$ cat config.mk
export PLATFORM = sky130hd
export DESIGN_NAME = xint_front
export DESIGN_NICKNAME = d
export VERILOG_FILES = /design/src/rtl/xint_pkg.sv /design/src/rtl/xint_edge_chan.sv /design/src/rtl/xint_cfg_regs.sv /design/src/rtl/xint_slot_route.sv /design/src/rtl/xint_req_flags.sv /design/src/rtl/xint_front.sv
export SDC_FILE = /design/constraint.sdc
export NUM_CORES = 1
export LEC_CHECK = 0
export BUFFER_PORTS_ARGS = -buffer_cell sky130_fd_sc_hd__buf_2
export CORE_MARGIN = 2
export CORE_UTILIZATION = 58
export CTS_CLUSTER_SIZE = 24
export DETAILED_ROUTE_END_ITERATION = 12
export PLACE_DENSITY = 0.88
export SLEW_MARGIN = 20
export SYNTH_ARGS = -nofsm -noshare
export SYNTH_HDL_FRONTEND = slang
export SYNTH_HIERARCHICAL = 1
export SYNTH_SLANG_ARGS = --single-unit
$ cat constraint.sdc
create_clock -name clk -period 2.8 [get_ports clk]
set_input_delay 0.56 -clock clk [delete_from_list [all_inputs] [get_ports clk]]
set_output_delay 0.56 -clock clk [all_outputs]
set_load 0.01 [all_outputs]
$ cat src/rtl/xint_pkg.sv
// Package: shared sizes and register addresses for the external interrupt front end.
package xint_pkg;
    localparam int NUM_EXT   = 6;   // external pins
    localparam int NUM_SLOT  = 8;   // request slots
    localparam int REG_W     = 8;   // register width
    localparam int ADDR_W    = 2;   // register address width
    localparam int SYNC_DEPTH = 2;  // synchroniser stages

    localparam logic [ADDR_W-1:0] ADDR_EDGE = 2'd0;
    localparam logic [ADDR_W-1:0] ADDR_ALT  = 2'd1;
    localparam logic [ADDR_W-1:0] ADDR_POL  = 2'd2;
    localparam logic [ADDR_W-1:0] ADDR_REQ  = 2'd3;

    // bit positions inside the edge/route register
    localparam int RT_SLOT4 = 6;
    localparam int RT_SLOT5 = 7;
endpackage

$ cat src/rtl/xint_edge_chan.sv
// Module: one external channel. Synchronises an asynchronous pin through
// SYNC_STAGES flops, keeps the previous synchronised sample and emits a
// one-cycle event on the qualifying edge. Assumes SYNC_STAGES >= 2 and that
// the pin is low while reset is applied (all stages reset to 0).
module xint_edge_chan #(
    parameter int SYNC_STAGES = 2
) (
    input  logic clk,
    input  logic rst_n,
    input  logic pin_i,
    input  logic both_i,   // 1: every change is an event
    input  logic pol_i,    // single-edge: 1 rising, 0 falling
    output logic evt_o
);
    logic [SYNC_STAGES-1:0] chain_q;
    logic                   prev_q;
    logic                   samp;

    assign samp = chain_q[SYNC_STAGES-1];

    // Shift the pin through the synchroniser and remember the last sample.
    always_ff @(posedge clk) begin
        if (!rst_n) begin
            chain_q <= '0;
            prev_q  <= 1'b0;
        end else begin
            chain_q <= {chain_q[SYNC_STAGES-2:0], pin_i};
            prev_q  <= samp;
        end
    end

    // Classify the change between previous and current sample.
    always_comb begin
        if (both_i)
            evt_o = samp ^ prev_q;
        else if (pol_i)
            evt_o = samp & ~prev_q;
        else
            evt_o = ~samp & prev_q;
    end

    AST_FALL_ONLY: assert property (@(posedge clk) disable iff (!rst_n)
        (!both_i && !pol_i && evt_o) |-> !samp);
    AST_RISE_ONLY: assert property (@(posedge clk) disable iff (!rst_n)
        (!both_i && pol_i && evt_o) |-> samp);
    AST_EVT_ON_CHANGE: assert property (@(posedge clk) disable iff (!rst_n)
        evt_o |-> (samp != $past(samp)));
endmodule

$ cat src/rtl/xint_cfg_regs.sv
// Module: holds the edge/route select, alternate select and polarity
// registers. Only the stored bits exist; unused bits are not kept.
// Assumes a write strobe qualified by address, applied at the clock edge.
module xint_cfg_regs
    import xint_pkg::*;
(
    input  logic              clk,
    input  logic              rst_n,
    input  logic              we_i,
    input  logic [ADDR_W-1:0] addr_i,
    input  logic [REG_W-1:0]  wdata_i,
    output logic [REG_W-1:0]  edge_cfg_o,
    output logic [1:0]        alt_cfg_o,
    output logic [NUM_EXT-1:0] pol_o
);
    // Capture software writes into the select and polarity registers.
    always_ff @(posedge clk) begin
        if (!rst_n) begin
            edge_cfg_o <= '0;
            alt_cfg_o  <= '0;
            pol_o      <= '0;
        end else if (we_i) begin
            case (addr_i)
                ADDR_EDGE: edge_cfg_o <= wdata_i;
                ADDR_ALT:  alt_cfg_o  <= wdata_i[REG_W-1:REG_W-2];
                ADDR_POL:  pol_o      <= wdata_i[NUM_EXT-1:0];
                default:   ;
            endcase
        end
    end

    AST_CFG_HOLD: assert property (@(posedge clk) disable iff (!rst_n)
        !we_i |=> ($stable(edge_cfg_o) && $stable(alt_cfg_o) && $stable(pol_o)));
endmodule

$ cat src/rtl/xint_slot_route.sv
// Module: steers channel events and on-chip request pulses onto the eight
// request slots according to the select bits. A deselected source has no
// path to its slot. Assumes all inputs are synchronous single-cycle pulses.
module xint_slot_route
    import xint_pkg::*;
(
    input  logic                clk,
    input  logic                rst_n,
    input  logic [NUM_EXT-1:0]  ext_evt_i,
    input  logic                route4_ext_i,
    input  logic                route5_ext_i,
    input  logic                alt6_i,
    input  logic                alt7_i,
    input  logic                ser3_i,
    input  logic                ser4_i,
    input  logic                tmr3_i,
    input  logic                tmr4_i,
    input  logic                bcol0_i,
    input  logic                bcol1_i,
    output logic [NUM_SLOT-1:0] slot_set_o
);
    // Pick the owner of each slot.
    always_comb begin
        slot_set_o[3:0] = ext_evt_i[3:0];
        slot_set_o[4]   = route4_ext_i ? ext_evt_i[4] : ser3_i;
        slot_set_o[5]   = route5_ext_i ? ext_evt_i[5] : ser4_i;
        slot_set_o[6]   = alt6_i ? bcol0_i : tmr3_i;
        slot_set_o[7]   = alt7_i ? bcol1_i : tmr4_i;
    end

    AST_SLOT4_DESEL: assert property (@(posedge clk) disable iff (!rst_n)
        (!route4_ext_i && !ser3_i) |-> !slot_set_o[4]);
    AST_SLOT4_EXT: assert property (@(posedge clk) disable iff (!rst_n)
        (route4_ext_i && ext_evt_i[4]) |-> slot_set_o[4]);
    AST_SLOT6_DESEL: assert property (@(posedge clk) disable iff (!rst_n)
        (alt6_i && !bcol0_i) |-> !slot_set_o[6]);
endmodule

$ cat src/rtl/xint_req_flags.sv
// Module: sticky request flags. A set pulse raises a flag; a clear mask
// lowers it; set wins when both hit the same flag in one cycle.
module xint_req_flags #(
    parameter int N = 8
) (
    input  logic         clk,
    input  logic         rst_n,
    input  logic [N-1:0] set_i,
    input  logic [N-1:0] clr_i,
    output logic [N-1:0] q_o
);
    // Update flags: set has priority over clear.
    always_ff @(posedge clk) begin
        if (!rst_n)
            q_o <= '0;
        else
            q_o <= set_i | (q_o & ~clr_i);
    end

    AST_SET_WINS: assert property (@(posedge clk) disable iff (!rst_n)
        (|set_i) |=> ((q_o & $past(set_i)) == $past(set_i)));
    AST_CLEAR_TAKES: assert property (@(posedge clk) disable iff (!rst_n)
        (|(clr_i & ~set_i)) |=> ((q_o & $past(clr_i & ~set_i)) == '0));
    AST_IDLE_HOLD: assert property (@(posedge clk) disable iff (!rst_n)
        (set_i == '0 && clr_i == '0) |=> $stable(q_o));
endmodule

$ cat src/rtl/xint_front.sv
// Module: top of the external interrupt front end. Six synchronised edge
// channels, slot routing, sticky flags and a four-register access bus.
// Assumes pins are held low during reset and on-chip sources are
// single-cycle synchronous pulses. Read data is combinational from address.
module xint_front
    import xint_pkg::*;
(
    input  logic              clk,
    input  logic              rst_n,
    input  logic [5:0]        ext_pin_i,
    input  logic              ser3_irq_i,
    input  logic              ser4_irq_i,
    input  logic              tmr3_irq_i,
    input  logic              tmr4_irq_i,
    input  logic              bcol0_irq_i,
    input  logic              bcol1_irq_i,
    input  logic              reg_we_i,
    input  logic [1:0]        reg_addr_i,
    input  logic [7:0]        reg_wdata_i,
    output logic [7:0]        reg_rdata_o,
    output logic [7:0]        irq_req_o
);
    logic [REG_W-1:0]    edge_cfg;
    logic [1:0]          alt_cfg;
    logic [NUM_EXT-1:0]  pol;
    logic [NUM_EXT-1:0]  ext_evt;
    logic [NUM_SLOT-1:0] slot_set;
    logic [NUM_SLOT-1:0] slot_clr;

    xint_cfg_regs u_cfg (
        .clk        (clk),
        .rst_n      (rst_n),
        .we_i       (reg_we_i),
        .addr_i     (reg_addr_i),
        .wdata_i    (reg_wdata_i),
        .edge_cfg_o (edge_cfg),
        .alt_cfg_o  (alt_cfg),
        .pol_o      (pol)
    );

    for (genvar c = 0; c < NUM_EXT; c++) begin : g_chan
        xint_edge_chan #(.SYNC_STAGES(SYNC_DEPTH)) u_chan (
            .clk    (clk),
            .rst_n  (rst_n),
            .pin_i  (ext_pin_i[c]),
            .both_i (edge_cfg[c]),
            .pol_i  (pol[c]),
            .evt_o  (ext_evt[c])
        );
    end

    xint_slot_route u_route (
        .clk          (clk),
        .rst_n        (rst_n),
        .ext_evt_i    (ext_evt),
        .route4_ext_i (edge_cfg[RT_SLOT4]),
        .route5_ext_i (edge_cfg[RT_SLOT5]),
        .alt6_i       (alt_cfg[0]),
        .alt7_i       (alt_cfg[1]),
        .ser3_i       (ser3_irq_i),
        .ser4_i       (ser4_irq_i),
        .tmr3_i       (tmr3_irq_i),
        .tmr4_i       (tmr4_irq_i),
        .bcol0_i      (bcol0_irq_i),
        .bcol1_i      (bcol1_irq_i),
        .slot_set_o   (slot_set)
    );

    // Software clear mask: a written 0 clears the matching flag.
    assign slot_clr = (reg_we_i && reg_addr_i == ADDR_REQ) ? ~reg_wdata_i : '0;

    xint_req_flags #(.N(NUM_SLOT)) u_flags (
        .clk   (clk),
        .rst_n (rst_n),
        .set_i (slot_set),
        .clr_i (slot_clr),
        .q_o   (irq_req_o)
    );

    // Register read multiplexer.
    always_comb begin
        case (reg_addr_i)
            ADDR_EDGE: reg_rdata_o = edge_cfg;
            ADDR_ALT:  reg_rdata_o = {alt_cfg, {(REG_W-2){1'b0}}};
            ADDR_POL:  reg_rdata_o = {{(REG_W-NUM_EXT){1'b0}}, pol};
            default:   reg_rdata_o = irq_req_o;
        endcase
    end

    AST_ALT_LOW_ZERO: assert property (@(posedge clk) disable iff (!rst_n)
        (reg_addr_i == ADDR_ALT) |-> (reg_rdata_o[REG_W-3:0] == '0));
endmodule

# == Yosys cells after proc, flatten, opt, wreduce, memory -nomap -nowiden ==
# Index checks and enable logic that the tools add are counted.
# word_totals
ff_bits,42
# op_classes
reduce_logical,5
n_mux,18
n_eq_ne,3
bitwise_logic,34
# ops
cell,n
8-bit case mux with 3 select lines,1
1-bit two-way mux,16
8-bit NOT,2
1-bit bitwise AND,12
1-bit NOT,12
8-bit bitwise AND,1
8-bit two-way mux,1
8-bit OR,1
2-bit AND reduction,3
1-bit bitwise XOR,6
2-bit == test (second input constant),2
2-bit by 1-bit == test with 1-bit output (second input constant),1
2-bit logical NOT,1
1-bit logical AND,1

# == Depth between registers and ports, before layout ==
# logic_depth
ltp_word,6
mapped_depth,6
mapped_depth_nobuf,6

# == Modules after synthesis ==
# The synthesis kept the hierarchy.
# modules_own_cells
mod,area_per_inst_um2,n_inst,seq_area_each_um2,cells_per_inst
xint_edge_chan,131.4,6,60.1,12
xint_cfg_regs,623.1,1,320.3,63
xint_req_flags,337.8,1,160.2,25
xint_front,224.0,1,0.0,30
xint_slot_route,90.1,1,0.0,8

# == Least setup slack after synthesis ==
# Ideal clock, no wire load.
# synth_timing
path_kind,input to output
startpoint,in reg_addr_i[1]
endpoint,out reg_rdata_o[6]
slack_ps,1053
cell_stages,3
t_arrival_ps,1187
required_time_ps,2240
path_cell_list,buf_6 > mux2_4 > a22o_1
# synth_between
elab_chain_len,2
word_cells_on_any_way,4
cone_classes,2 x eq/ne; 1 x mux; 1 x reduce/logical
# synth_rtl
element,line,text
from (decl),xint_front.sv:18,"input logic [1:0] reg_addr_i,"
"2-bit == test, or another cell as far along",xint_front.sv:82,case (reg_addr_i)
8-bit case mux with 3 select lines *,xint_front.sv:82,
to (decl),xint_front.sv:20,"output logic [7:0] reg_rdata_o,"
# Mark *: on every way between the ends. The rest lies on a longest branch, timed or not.

# == Final worst setup path ==
# layout_timing
startpoint,in reg_addr_i[1]
endpoint,out reg_rdata_o[7]
# The elaborated chain is that of the path after synthesis.

==> results.md <==
* Worst slack after detailed placement at approximately 670 ps
* # resized after CTS at 0
* Number of warnings issued by yosys at 6
* Post-route met1 wirelength at ~1600 um
* Normalized max-slew margin at 0.5023
* FF+latch count, synth at 42
* Worst Reg-to-Reg Cells at 6
* Top Layer Used: met4
* Postcts setup bufs at 0
* Number of buffer cells added on primary ports at 40
* R2R Setup Slk at between 1000 and 1500 ps
* Worst min path class: in2reg
* Critical path data required time at 2240 ps
* Period utilisation layout at 0.7592
* Global route overflow at 0
* Layout Area Growth over Synthesis at 11.28%
* Quantity of hold-fixing buffers added after cts at 0
* TritonCTS Buffers at 5
* Largest area contributor in the netlist: sky130_fd_sc_hd__dfxtp_1
* Overall routing resource usage at 0.1871
* Cell with the biggest individual delay on the critical path: sky130_fd_sc_hd__mux2_2
* Clock skew at 14.73 ps
* Dominant cell type by count on the critical path: sky130_fd_sc_hd__buf_2
* Wire length of the first global-routing pass at between 5000 and 6000 um
* Crit Path Class: in2out
* Proportion of synthesized chip area in sequential cells at 0.4075
* Number of distinct library cells after synthesis at 22
* Final Net Count at 270
* Violation count after the first detailed-routing iteration at 49
* Beginning of the worst hold path: ext_pin_i[1]
* Detailed-route via count at 1407
* DR pass1 iterations at 4
* Crit path time final at 2126 ps
* Die outline height at 63.65 um
* Mean cell area of the mapped netlist at between 10 and 15 um^2
* Endpoint of the worst register-to-register path: u_flags/q_o[5]$_SDFF_PN0_
* Buffer and inverter count on the worst path at 2
* Pin count of the biggest net entering global routing at between 50 and 60
* Accumulated negative setup slack at 0 ps
* Fraction of synthesized cell area taken by the top area cell type at 0.4075
* Area of the core region at 3390 um^2
* Detailed Route WL at approximately 3400 um
* Cell Pwr Density at 472.0 nW/um^2
* CP max FO at 14
* Pins Over Slew Limit at 0
* Post-Synthesis Cells at 198
* Dpl cell area at 2236 um^2
* Vias in the first global route at between 1k and 1.5k
* Worst Setup Slack, final at 674.2 ps
* Family with the most delay on the worst path: buffers and inverters
* CTS tree: yes
* Initial antenna violation count at 0
* Initial standard-cell utilization of the core at 0.6087
* Setup repair after global routing missed its margin: no
* Outcome: completed
* Fill cells at 265
* Max-cap violations at 0
* Core Rows at 21
* Sum of met2 wire segment lengths after detailed routing at about 1600 um
* Share of post-route cells with drive strength above 1 at 0.2692
* Root buffer cell: sky130_fd_sc_hd__clkbuf_4
* DRT antenna net count at 0
* Critical Path Source: reg_addr_i[1]
* Post-layout instance area at about 2300 um^2
* Vias per cell at 5.025
* Number of hold violations in the final report at 0
* Maximum VDD drop at between 300 and 400 uV
* Leak Pwr at roughly 1.1 nW
* Slew at the pin closest to its max-slew limit at 746.6 ps
* Area of the mapped netlist at 2063 um^2
* Total nets after synthesis at 235
* Antenna diodes at 0
* Drc violations at 0
* Worst Hold Margin at 411.9 ps
* Setup Viol. Count Final at 0
* Number of buffers between clock root and the deepest sink at 2
* Reg-to-reg critical path startpoint: g_chan[5].u_chan/chain_q[1]$_SDFF_PN0_
* Sequence of cells on the critical path: buf_2, mux2_2, a22o_1, buf_2
* Estimated wirelength of the detail-placed design at between 2000 and 2500 um
* Count of H-tree levels built during CTS at 2
* Synth top area cells: sky130_fd_sc_hd__dfxtp_1 (41%), sky130_fd_sc_hd__mux2i_1 (16%), sky130_fd_sc_hd__ha_1 (7.3%)
* Die Area at 4051 um^2
* Startpoint class of the critical path: primary input
* Number of primary I/O pins at between 40 and 50
* Depth of the critical timing path with buffers and inverters included at 4
* Avg WL per Cell at around 12 um
* Capture point of the worst path: reg_rdata_o[7]
* Clock latency on the worst-skew pair at between 300 and 400 ps
* Clock sinks at 42
* Utilization after layout at 0.6774
* Final weighted congestion in routability-driven placement at 0.7423
* Amount of wire on met3 after detailed routing at 139 um
* Arrival time of data at the critical path endpoint at between 1500 and 2000 ps
* Highest Clock Rate at 0.4704 GHz
* Element type at the critical path end: output pin
* Longest individual stage delay on the worst path at 380 ps
* Die width at 63.65 um
* Post-CTS clock slew at the launch and capture registers of the worst setup and hold paths at ~110 ps
[sequential cells by signal, indices dropped and copies added (netlist names)]
name and flops:
u_cfg/edge_cfg_o 8, u_cfg/pol_o 6, g_chan.u_chan/prev_q 6, u_flags/q_o 8
g_chan.u_chan/chain_q 12, u_cfg/alt_cfg_o 2
[where the power goes]
part	internal, mW	leakage (nW)	switching, mW
Sequential	0.623	0.344	0.0172
Clock	0.122	0.0353	0.186
Combinational	0.0718	0.673	0.0635
Total	0.817	1.05	0.267
[logic make-up after synthesis]
| kind of cell | share of synthesized area |
|---|---|
| compound gates | 0.06307 |
| fa+ha+maj | 0.07277 |
| simple gates | 0.1868 |
| buf+inv | 0.06307 |
| mux | 0.2068 |
| flops | 0.4075 |
[synth_stat cells]
master                      instances
sky130_fd_sc_hd__nand3b_1           1
sky130_fd_sc_hd__nand2_1           24
sky130_fd_sc_hd__ha_1              12
sky130_fd_sc_hd__dfxtp_1           42
sky130_fd_sc_hd__mux2_2             1
sky130_fd_sc_hd__buf_6              2
sky130_fd_sc_hd__buf_4              5
sky130_fd_sc_hd__nor2_1             9
sky130_fd_sc_hd__buf_2              4
sky130_fd_sc_hd__inv_1             12
sky130_fd_sc_hd__and2_1            18
sky130_fd_sc_hd__clkbuf_2           1
sky130_fd_sc_hd__and2_2             1
sky130_fd_sc_hd__mux2i_1           34
sky130_fd_sc_hd__mux2_4             5
sky130_fd_sc_hd__or3b_1             1
sky130_fd_sc_hd__o2bb2ai_1          6
sky130_fd_sc_hd__and3b_2            1
sky130_fd_sc_hd__o21a_1             8
sky130_fd_sc_hd__nand3_1            1
sky130_fd_sc_hd__a22o_1             2
sky130_fd_sc_hd__nor2b_4            8
[placed cells by master (no fill, tap or decap), drive strengths merged]
master / instances
or3b: 1
mux2i: 34
mux2: 6
o2bb2ai: 6
and3b: 1
nand3b: 1
nor2: 9
dfxtp: 42
clkinv: 1
clkbuf: 7
nand3: 1
buf: 40
nand2: 24
ha: 12
inv: 12
and2: 19
a22o: 2
nor2b: 8
o21a: 8
[routing by layer]
layer,track usage,vias up
li1,-,720
met1,0.2210,649
met2,0.3145,34
met3,0.05357,4
met4,0.08152,0
met5,0,-
[worst register-to-register path, delay by kind of cell (launching register included)]
kind                     cells  cell delay [ps]
multiplexers                 3              500
flip-flops                   1              370
adder cells (fa/ha/maj)      1              210
AO/OA/AOI/OAI                1              180
buffers and inverters        1               60
[through the flow]
stage / power [mW] / cells
finish: 1.084 / 280
global route: 1.146 / 280
CTS: 1.100 / 280
detailed placement: 0.7906 / 272
global placement: 0.7863 / 272
floorplan: 0.7480 / 198
[worst min path at each step]
stage	endpoint	slack, ps	cells after the start
2_1_floorplan	g_chan[0].u_chan/chain_q[1]$_SDFF_PN0_	410	1
3_3_place_gp	g_chan[0].u_chan/chain_q[1]$_SDFF_PN0_	410	1
3_5_place_dp	g_chan[0].u_chan/chain_q[1]$_SDFF_PN0_	420	1
4_1_cts	g_chan[1].u_chan/chain_q[0]$_SDFF_PN0_	390	2
5_1_grt	g_chan[4].u_chan/chain_q[0]$_SDFF_PN0_	400	2
6_report	g_chan[1].u_chan/chain_q[0]$_SDFF_PN0_	410	2
[final cells by class]
type                    count  area, um^2  area share
clock buffers               7       55.05     0.02398
clock inverters             1       5.005    0.002180
inverters                  12       45.04     0.01962
multi-input cells         132        1092      0.4758
flip-flops and latches     42       840.8      0.3662
well taps                  46       57.56     0.02507
repair buffers             40       200.2     0.08719
Power figures use the tool's default switching activity.
